===== src/rtl/slot_map_pkg.sv =====
// Shared defaults and the bus cycle classification for the slot mapper.
// Assumes a processor bus with active-low memory, refresh and strobe lines.
package slot_map_pkg;
    localparam int DEF_ADDR_W = 16;
    localparam int DEF_PAGE_W = 2;
    localparam int DEF_SLOT_W = 2;

    typedef enum logic [1:0] {
        CYC_IDLE    = 2'd0,
        CYC_MEM     = 2'd1,
        CYC_REFRESH = 2'd2
    } cyc_kind_e;
endpackage


===== src/rtl/slot_map_reg.sv =====
// Mapping register: holds one slot field per page.
// Assumes synchronous active-low reset; reset wins over a write.
module slot_map_reg #(
    parameter int REG_W = 8
) (
    input  logic             clk,
    input  logic             rst_n,
    input  logic             we,
    input  logic [REG_W-1:0] wdata,
    output logic [REG_W-1:0] q
);
    // Load on write, clear on reset, hold otherwise.
    always_ff @(posedge clk) begin
        if (!rst_n)  q <= '0;
        else if (we) q <= wdata;
    end
endmodule


===== src/rtl/page_slot_decode.sv =====
// Picks the page's slot field and drives a one-hot active-low slot select.
// Assumes the register packs page p's field at bits [p*SLOT_W +: SLOT_W].
module page_slot_decode #(
    parameter int PAGE_W = 2,
    parameter int SLOT_W = 2,
    localparam int NUM_PAGES = 1 << PAGE_W,
    localparam int NUM_SLOTS = 1 << SLOT_W,
    localparam int REG_W     = NUM_PAGES * SLOT_W
) (
    input  logic [REG_W-1:0]     map_q,
    input  logic [PAGE_W-1:0]    page,
    input  logic                 active,
    output logic [SLOT_W-1:0]    slot_num,
    output logic [NUM_SLOTS-1:0] slot_sel_n
);
    // Field selection by page index.
    always_comb begin
        slot_num = map_q[int'(page)*SLOT_W +: SLOT_W];
    end

    // One select line per slot, low only for the chosen slot.
    for (genvar s = 0; s < NUM_SLOTS; s++) begin : g_sel
        assign slot_sel_n[s] = !(active && (slot_num == SLOT_W'(s)));
    end
endmodule


===== src/rtl/cart_window_decode.sv =====
// Fixed-window cartridge chip selects, active low.
// Assumes the windows are whole pages: LO_PAGE, HI_PAGE and their union.
module cart_window_decode #(
    parameter int PAGE_W  = 2,
    parameter int LO_PAGE = 1,
    parameter int HI_PAGE = 2
) (
    input  logic [PAGE_W-1:0] page,
    input  logic              active,
    output logic              cs_lo_n,
    output logic              cs_hi_n,
    output logic              cs_span_n
);
    logic in_lo;
    logic in_hi;

    // Window membership and gating by the memory cycle.
    always_comb begin
        in_lo     = (page == PAGE_W'(LO_PAGE));
        in_hi     = (page == PAGE_W'(HI_PAGE));
        cs_lo_n   = !(active && in_lo);
        cs_hi_n   = !(active && in_hi);
        cs_span_n = !(active && (in_lo || in_hi));
    end
endmodule


===== src/rtl/bus_dir_ctrl.sv =====
// Cartridge buffer direction: enables drive toward the processor only for
// reads from an external slot. Assumes slot 0 and I/O are on the main board.
module bus_dir_ctrl #(
    parameter int SLOT_W = 2
) (
    input  logic              active,
    input  logic              rd_n,
    input  logic              iorq_n,
    input  logic [SLOT_W-1:0] slot_num,
    output logic              ext_rd_en
);
    // External read enable.
    always_comb begin
        ext_rd_en = active && !rd_n && iorq_n && (slot_num != '0);
    end
endmodule


===== src/rtl/slot_page_mapper.sv =====
// Top: paged slot select generator. Classifies the bus cycle, decodes the
// page's slot, the cartridge windows and the buffer direction.
// Assumes the page index is the top PAGE_W address bits.
module slot_page_mapper
    import slot_map_pkg::*;
#(
    parameter int ADDR_W = DEF_ADDR_W,
    parameter int PAGE_W = DEF_PAGE_W,
    parameter int SLOT_W = DEF_SLOT_W,
    localparam int NUM_PAGES = 1 << PAGE_W,
    localparam int NUM_SLOTS = 1 << SLOT_W,
    localparam int REG_W     = NUM_PAGES * SLOT_W
) (
    input  logic                 clk,
    input  logic                 rst_n,
    input  logic [ADDR_W-1:0]    addr,
    input  logic                 mreq_n,
    input  logic                 rfsh_n,
    input  logic                 rd_n,
    input  logic                 wr_n,
    input  logic                 iorq_n,
    input  logic                 map_we,
    input  logic [REG_W-1:0]     map_wdata,
    output logic [REG_W-1:0]     map_rdata,
    output logic [NUM_SLOTS-1:0] slot_sel_n,
    output logic                 cart_cs_lo_n,
    output logic                 cart_cs_hi_n,
    output logic                 cart_cs_span_n,
    output logic                 ext_rd_en
);
    cyc_kind_e          cyc;
    logic               active;
    logic [PAGE_W-1:0]  page;
    logic [SLOT_W-1:0]  slot_num;
    logic               unused_low_addr;

    // Bus cycle classification from the strobes.
    always_comb begin
        if (mreq_n)                cyc = CYC_IDLE;
        else if (!rfsh_n)          cyc = CYC_REFRESH;
        else if (!rd_n || !wr_n)   cyc = CYC_MEM;
        else                       cyc = CYC_IDLE;
        active = (cyc == CYC_MEM);
    end

    assign page            = addr[ADDR_W-1 -: PAGE_W];
    assign unused_low_addr = ^addr[ADDR_W-PAGE_W-1:0];

    slot_map_reg #(.REG_W(REG_W)) u_reg (
        .clk   (clk),
        .rst_n (rst_n),
        .we    (map_we),
        .wdata (map_wdata),
        .q     (map_rdata)
    );

    page_slot_decode #(.PAGE_W(PAGE_W), .SLOT_W(SLOT_W)) u_dec (
        .map_q      (map_rdata),
        .page       (page),
        .active     (active),
        .slot_num   (slot_num),
        .slot_sel_n (slot_sel_n)
    );

    cart_window_decode #(.PAGE_W(PAGE_W), .LO_PAGE(1), .HI_PAGE(2)) u_cart (
        .page      (page),
        .active    (active),
        .cs_lo_n   (cart_cs_lo_n),
        .cs_hi_n   (cart_cs_hi_n),
        .cs_span_n (cart_cs_span_n)
    );

    bus_dir_ctrl #(.SLOT_W(SLOT_W)) u_dir (
        .active    (active),
        .rd_n      (rd_n),
        .iorq_n    (iorq_n),
        .slot_num  (slot_num),
        .ext_rd_en (ext_rd_en)
    );
endmodule


===== config.mk =====
export PLATFORM = sky130hd
export DESIGN_NAME = slot_page_mapper
export DESIGN_NICKNAME = d
export VERILOG_FILES = /design/src/rtl/slot_map_pkg.sv /design/src/rtl/slot_map_reg.sv /design/src/rtl/page_slot_decode.sv /design/src/rtl/cart_window_decode.sv /design/src/rtl/bus_dir_ctrl.sv /design/src/rtl/slot_page_mapper.sv
export SDC_FILE = /design/constraint.sdc
export NUM_CORES = 1
export LEC_CHECK = 0
export ABC_AREA = 1
export BUFFER_PORTS_ARGS = -buffer_cell sky130_fd_sc_hd__buf_2
export CORE_AREA = 4 4 41 43
export CTS_CLUSTER_DIAMETER = 120
export CTS_CLUSTER_SIZE = 30
export DETAILED_ROUTE_END_ITERATION = 10
export DIE_AREA = 0 0 45 47
export PLACE_DENSITY_LB_ADDON = 0.1
export SLEW_MARGIN = 20
export SYNTH_ARGS = -nofsm -noshare
export SYNTH_HDL_FRONTEND = slang
export SYNTH_SLANG_ARGS = --single-unit
export TNS_END_PERCENT = 50

===== constraint.sdc =====
create_clock -name clk -period 2.15 [get_ports clk]
set_clock_uncertainty 0.15 [all_clocks]
set_input_delay 0.43 -clock clk [delete_from_list [all_inputs] [get_ports clk]]
set_output_delay 0.43 -clock clk [all_outputs]
set_load 0.05 [all_outputs]

# ---- After elaboration in Yosys (flattened, before gate mapping)
# Cells that the tools add are included.
dict set report classes {
  n_eq_ne 6
  shifts 1
  mux 3
  n_reduce_logical 23
}
# op n
set op_table {}
lappend op_table {{logical AND 1 bit} 10}
lappend op_table {{logical NOT 1 bit} 9}
lappend op_table {{indexed part select 8 x 4 -> 2 bit} 1}
lappend op_table {{== test 2 x 1 -> 1 bit (second input constant)} 3}
lappend op_table {{== test 2 bit (second input constant)} 3}
lappend op_table {{2-to-1 mux 2 bit} 2}
lappend op_table {{logical NOT 2 bit} 1}
lappend op_table {{logical OR 1 bit} 2}
lappend op_table {{nonzero test 2 bit} 1}
lappend op_table {{2-to-1 mux 1 bit} 1}
dict set report word_totals {
  regBits 8
  in_bits 32
  output_inout_bits 16
  wordCells 34
}

# ---- Logic depth before layout (Yosys ltp)
dict set report depth {
  depth_word 9
  mapped_depth 6
}

# ---- Cells and area by module
# From an unflattened synthesis, not the netlist that was laid out.
dict set report hier_totals {
  cells_unflattened 101
  area_unflattened_um2 614.3
}
# mod instances cells_per_inst area_each_um2 seq_area_each_um2
set by_module_without_submodules {}
lappend by_module_without_submodules {slot_map_reg 1 51 356.6 160.2}
lappend by_module_without_submodules {page_slot_decode 1 33 175.2 0.0}
lappend by_module_without_submodules {cart_window_decode 1 8 47.5 0.0}
lappend by_module_without_submodules {slot_page_mapper 1 5 18.8 0.0}
lappend by_module_without_submodules {bus_dir_ctrl 1 4 16.3 0.0}

# ---- Least setup slack after synthesis
# Ideal clock, no wire load.
dict set report synth_timing {
  kind {reg2out}
  from {reg u_reg.q[2]}
  to {out ext_rd_en}
  t_arrival_ns 1.710
  t_required_ns 1.570
  slack_ns -0.140
  stages_incl_launch_ff 5
  n_path_buf 0
  path_cell_list {dfxtp_1 -> nand2_1 -> nand3_2 -> nand2_2 -> a21oi_1}
}
dict set report synth_via {
  elab_chain_len 3
}
# element line_no
set synth_lines {}
lappend synth_lines {{start, declared} slot_map_reg.sv:10} ;# output logic [REG_W-1:0] q
lappend synth_lines {{start signal, assigned} slot_map_reg.sv:15} ;# else if (we) q <= wdata;
lappend synth_lines {{indexed part select 8 x 4 -> 2 bit} page_slot_decode.sv:18} ;# slot_num = map_q[int'(page)*SLOT_W +: SLOT_W];
lappend synth_lines {{nonzero test 2 bit} bus_dir_ctrl.sv:14} ;# ext_rd_en = active && !rd_n && iorq_n && (slot_num != '0);
lappend synth_lines {{logical AND 1 bit} bus_dir_ctrl.sv:14}
lappend synth_lines {{end, declared} slot_page_mapper.sv:29} ;# output logic ext_rd_en
# No other way between the ends.

# ---- Worst setup path in the final report
dict set report layout_timing {
  from {in addr[14]}
  to {out cart_cs_span_n}
}
dict set report layout_via {
  elab_chain_len 4
  elab_cells_between_ends 5
  classes_between {eq/ne: 2; reduce/logical: 3}
}
# element line_no
set layout_lines {}
lappend layout_lines {{start, declared} slot_page_mapper.sv:16} ;# input logic [ADDR_W-1:0] addr,
lappend layout_lines {{== test 2 x 1 -> 1 bit / == test 2 bit (equally long branches)} {cart_window_decode.sv:19, cart_window_decode.sv:20}}
lappend layout_lines {{logical OR 1 bit *} cart_window_decode.sv:23} ;# cs_span_n = !(active && (in_lo || in_hi));
lappend layout_lines {{logical AND 1 bit *} cart_window_decode.sv:23}
lappend layout_lines {{logical NOT 1 bit *} cart_window_decode.sv:23}
lappend layout_lines {{end, declared} slot_page_mapper.sv:28} ;# output logic cart_cs_span_n,
# Every way passes the cells marked *; elsewhere a longest branch is shown, timed or not.

==> impl_metrics.yaml <==
run_status:
  status: "finished clean"
floorplanning:
  core_sq_um: 1300
  num_rows: 13
  die_w_um: 45
  initial_core_util_pct: 34.3
  die_y_um: 47
  die-area_sq_um: 2120
  num_io_pins: 48
clock_tree:
  ctsRootBufferMaster: "clkbuf_4"
  worstSkewPairLatency_ns: 0.25
  clkSinkCount: 8
  tritoncts: "done"
  clkTransAtPathRegs_ns: 0.05
  cts-htree-levels: 1
  cts.repair.resized: 0
  cts_made_buffers: 3
  hold_buffers: 0
  cts_setup_buffers: 0
  cts_buffer_depth: 2
logic_synthesis:
  synth.area.top_cells: "dfxtp_1 36%, nor2_1 13%, nand2_1 11%, o21ai_0 9.0%, nand3_2 6.7%"
  synthMuxAreaShare_pct: 0
  syn_area_per_cell_sq_um: 6.67
  synth-compound-area-share_pct: 10.1
  synth_top_cell_by_area: "dfxtp_1"
  synth_cell_types: 14
  postSynthCellCount: 67
  ys_seq_elements: 8
  yosysSeqAreaShare_pct: 35.9
  synth_top_family_by_area: "simple AND/OR/NAND/NOR gates"
  synthAdderAreaFrac_pct: 5.60
  yosys_warnings: 0
  synth_nets: 101
  synthSimpleGateAreaFrac_pct: 42.6
  synthDominantCellAreaShare_pct: 35.9
  syn_area_sq_um: 447
  synth_xor_area_share_pct: 0
final_layout:
  antenna-diode-count: 0
  top_regs: "u_reg.q x8"
  largest_reg_flops: 8
  num-fill-cells: 143
  drive_gt1_share_pct: 45.6
  largest_register: "u_reg.q"
  area_delta_synth_final_pct: 47.1
  final_nets: 139
routing:
  vias_per_cell: 4.50
  wl_um: 1180
  first_pass_iters: 2
  dr.first_iter.drc_count: 16
  drc: 0
  postRouteAntennaNets: 0
  wire_per_inst_um: 9.99
  vias: 531
timing:
  rsz0062_at_grt: "false"
  slew_violations: 0
  finalHoldViolCount: 0
  fmax_ghz: 0.517
  finalSetupTns_ns: 0
  setup_viol: 0
  tightest_slew_ns: 0.253
  period_minus_slack_ns: 1.93
  max_slew_margin_pct: 83.3
  period_share_pct: 89.9
critical_path:
  worstPathArrival_ns: 1.35
  critical_path_class: "in -> out"
  crit_required_ns: 1.57
  end_kind: "output port"
  critPathMaxFanout: 6
  cp-start-kind: "input port"
job:
  maxCapViolations: 0
placement:
  gp_congestion: 0.686
  portBuffers: 33
global_routing:
  grt_max_degree: 10
  grtUsageTotal_pct: 12.7
  overflow: 0
  grt_pass1_wl_um: 1940
  grt_pass1_vias: 446
  grt_antenna_before_repair: 0
power:
  powerDensity_nw_per_um2: 621
  vdd_drop_max_mv: 0.300
  power.total_uw: 408
  power.leakage_uw: 0.000351
hold_path:
  hp-class: "in -> reg"
==> final timing paths <==
kind                              startpoint              to  slack, ns  depth (start not counted)
worst min register to register    u_reg.q[4]      u_reg.q[4]       0.36                          2
worst max register to register    u_reg.q[5]      u_reg.q[5]       1.37                          2
worst max-delay path                addr[14]  cart_cs_span_n       0.22                          5
worst min-delay path            map_wdata[3]      u_reg.q[3]       0.25                          3
==> routing by layer <==
metal / share of wire (%) / track usage [%]
met3: 10 / 5.75
met1: 44 / 16.5
met5: 0 / 0
met2: 45 / 18.9
met4: 0.42 / 3.51
==> critical path: stages <==
cell and delay, ns:
buf_2 0.15, inv_2 0.08, ha_1 0.28, or2_1 0.21
buf_2 0.21
==> kinds of logic after synthesis <==
logic type	after synthesis
buffers and inverters	7
and+or+nand+nor	41
adders and majority gates	2
AOI/OAI and AO/OA	9
DFF	8
==> stage by stage <==
step	instances	hold WS (ns)	setup slack [ns]	cell area (sq um)	utilization, %
4_1_cts	118	0.245	0.209	657	50.5
6_report	118	0.250	0.217	657	50.5
3_3_place_gp	115	0.352	0.207	634	48.8
2_1_floorplan	67	0.415	0.150	450	-
5_1_grt	118	0.243	0.158	657	50.5
3_5_place_dp	115	0.359	0.207	634	48.8
==> synthesized netlist by cell type, drive strengths merged <==
cell / n
ha: 2
inv: 7
o21ai: 8
nand3: 7
or2: 1
nand4: 1
dfxtp: 8
nor2: 17
a21oi: 1
nand2: 15
==> placed cells by master, fill, tap and decap left out, drive strengths merged <==
| cell | netlist | final |
|---|---|---|
| nand3 | 7 | 7 |
| nor2 | 17 | 17 |
| a21oi | 1 | 1 |
| o21ai | 8 | 8 |
| buf | 0 | 33 |
| ha | 2 | 2 |
| nand2 | 15 | 15 |
| inv | 7 | 7 |
| clkbuf | 0 | 3 |
| or2 | 1 | 1 |
| dfxtp | 8 | 8 |
| nand4 | 1 | 1 |
==> power by group <==
part | switching (uW) | internal, uW | leakage, uW
Combinational | 93.8 | 36.5 | 0.000270
Sequential | 6.99 | 159 | 0.0000665
Clock | 47.8 | 63.6 | 0.0000138
Total | 149 | 259 | 0.000351
==> layout make-up <==
class	instances	area, sq um	area share, %
clock buffer	3	22.5	3.43
sequential	8	160	24.4
inverter	7	26.3	4.00
timing repair buffer	33	165	25.1
tap	15	18.8	2.86
multi-input combinational	52	264	40.2
Power figures use the tool's default switching activity.
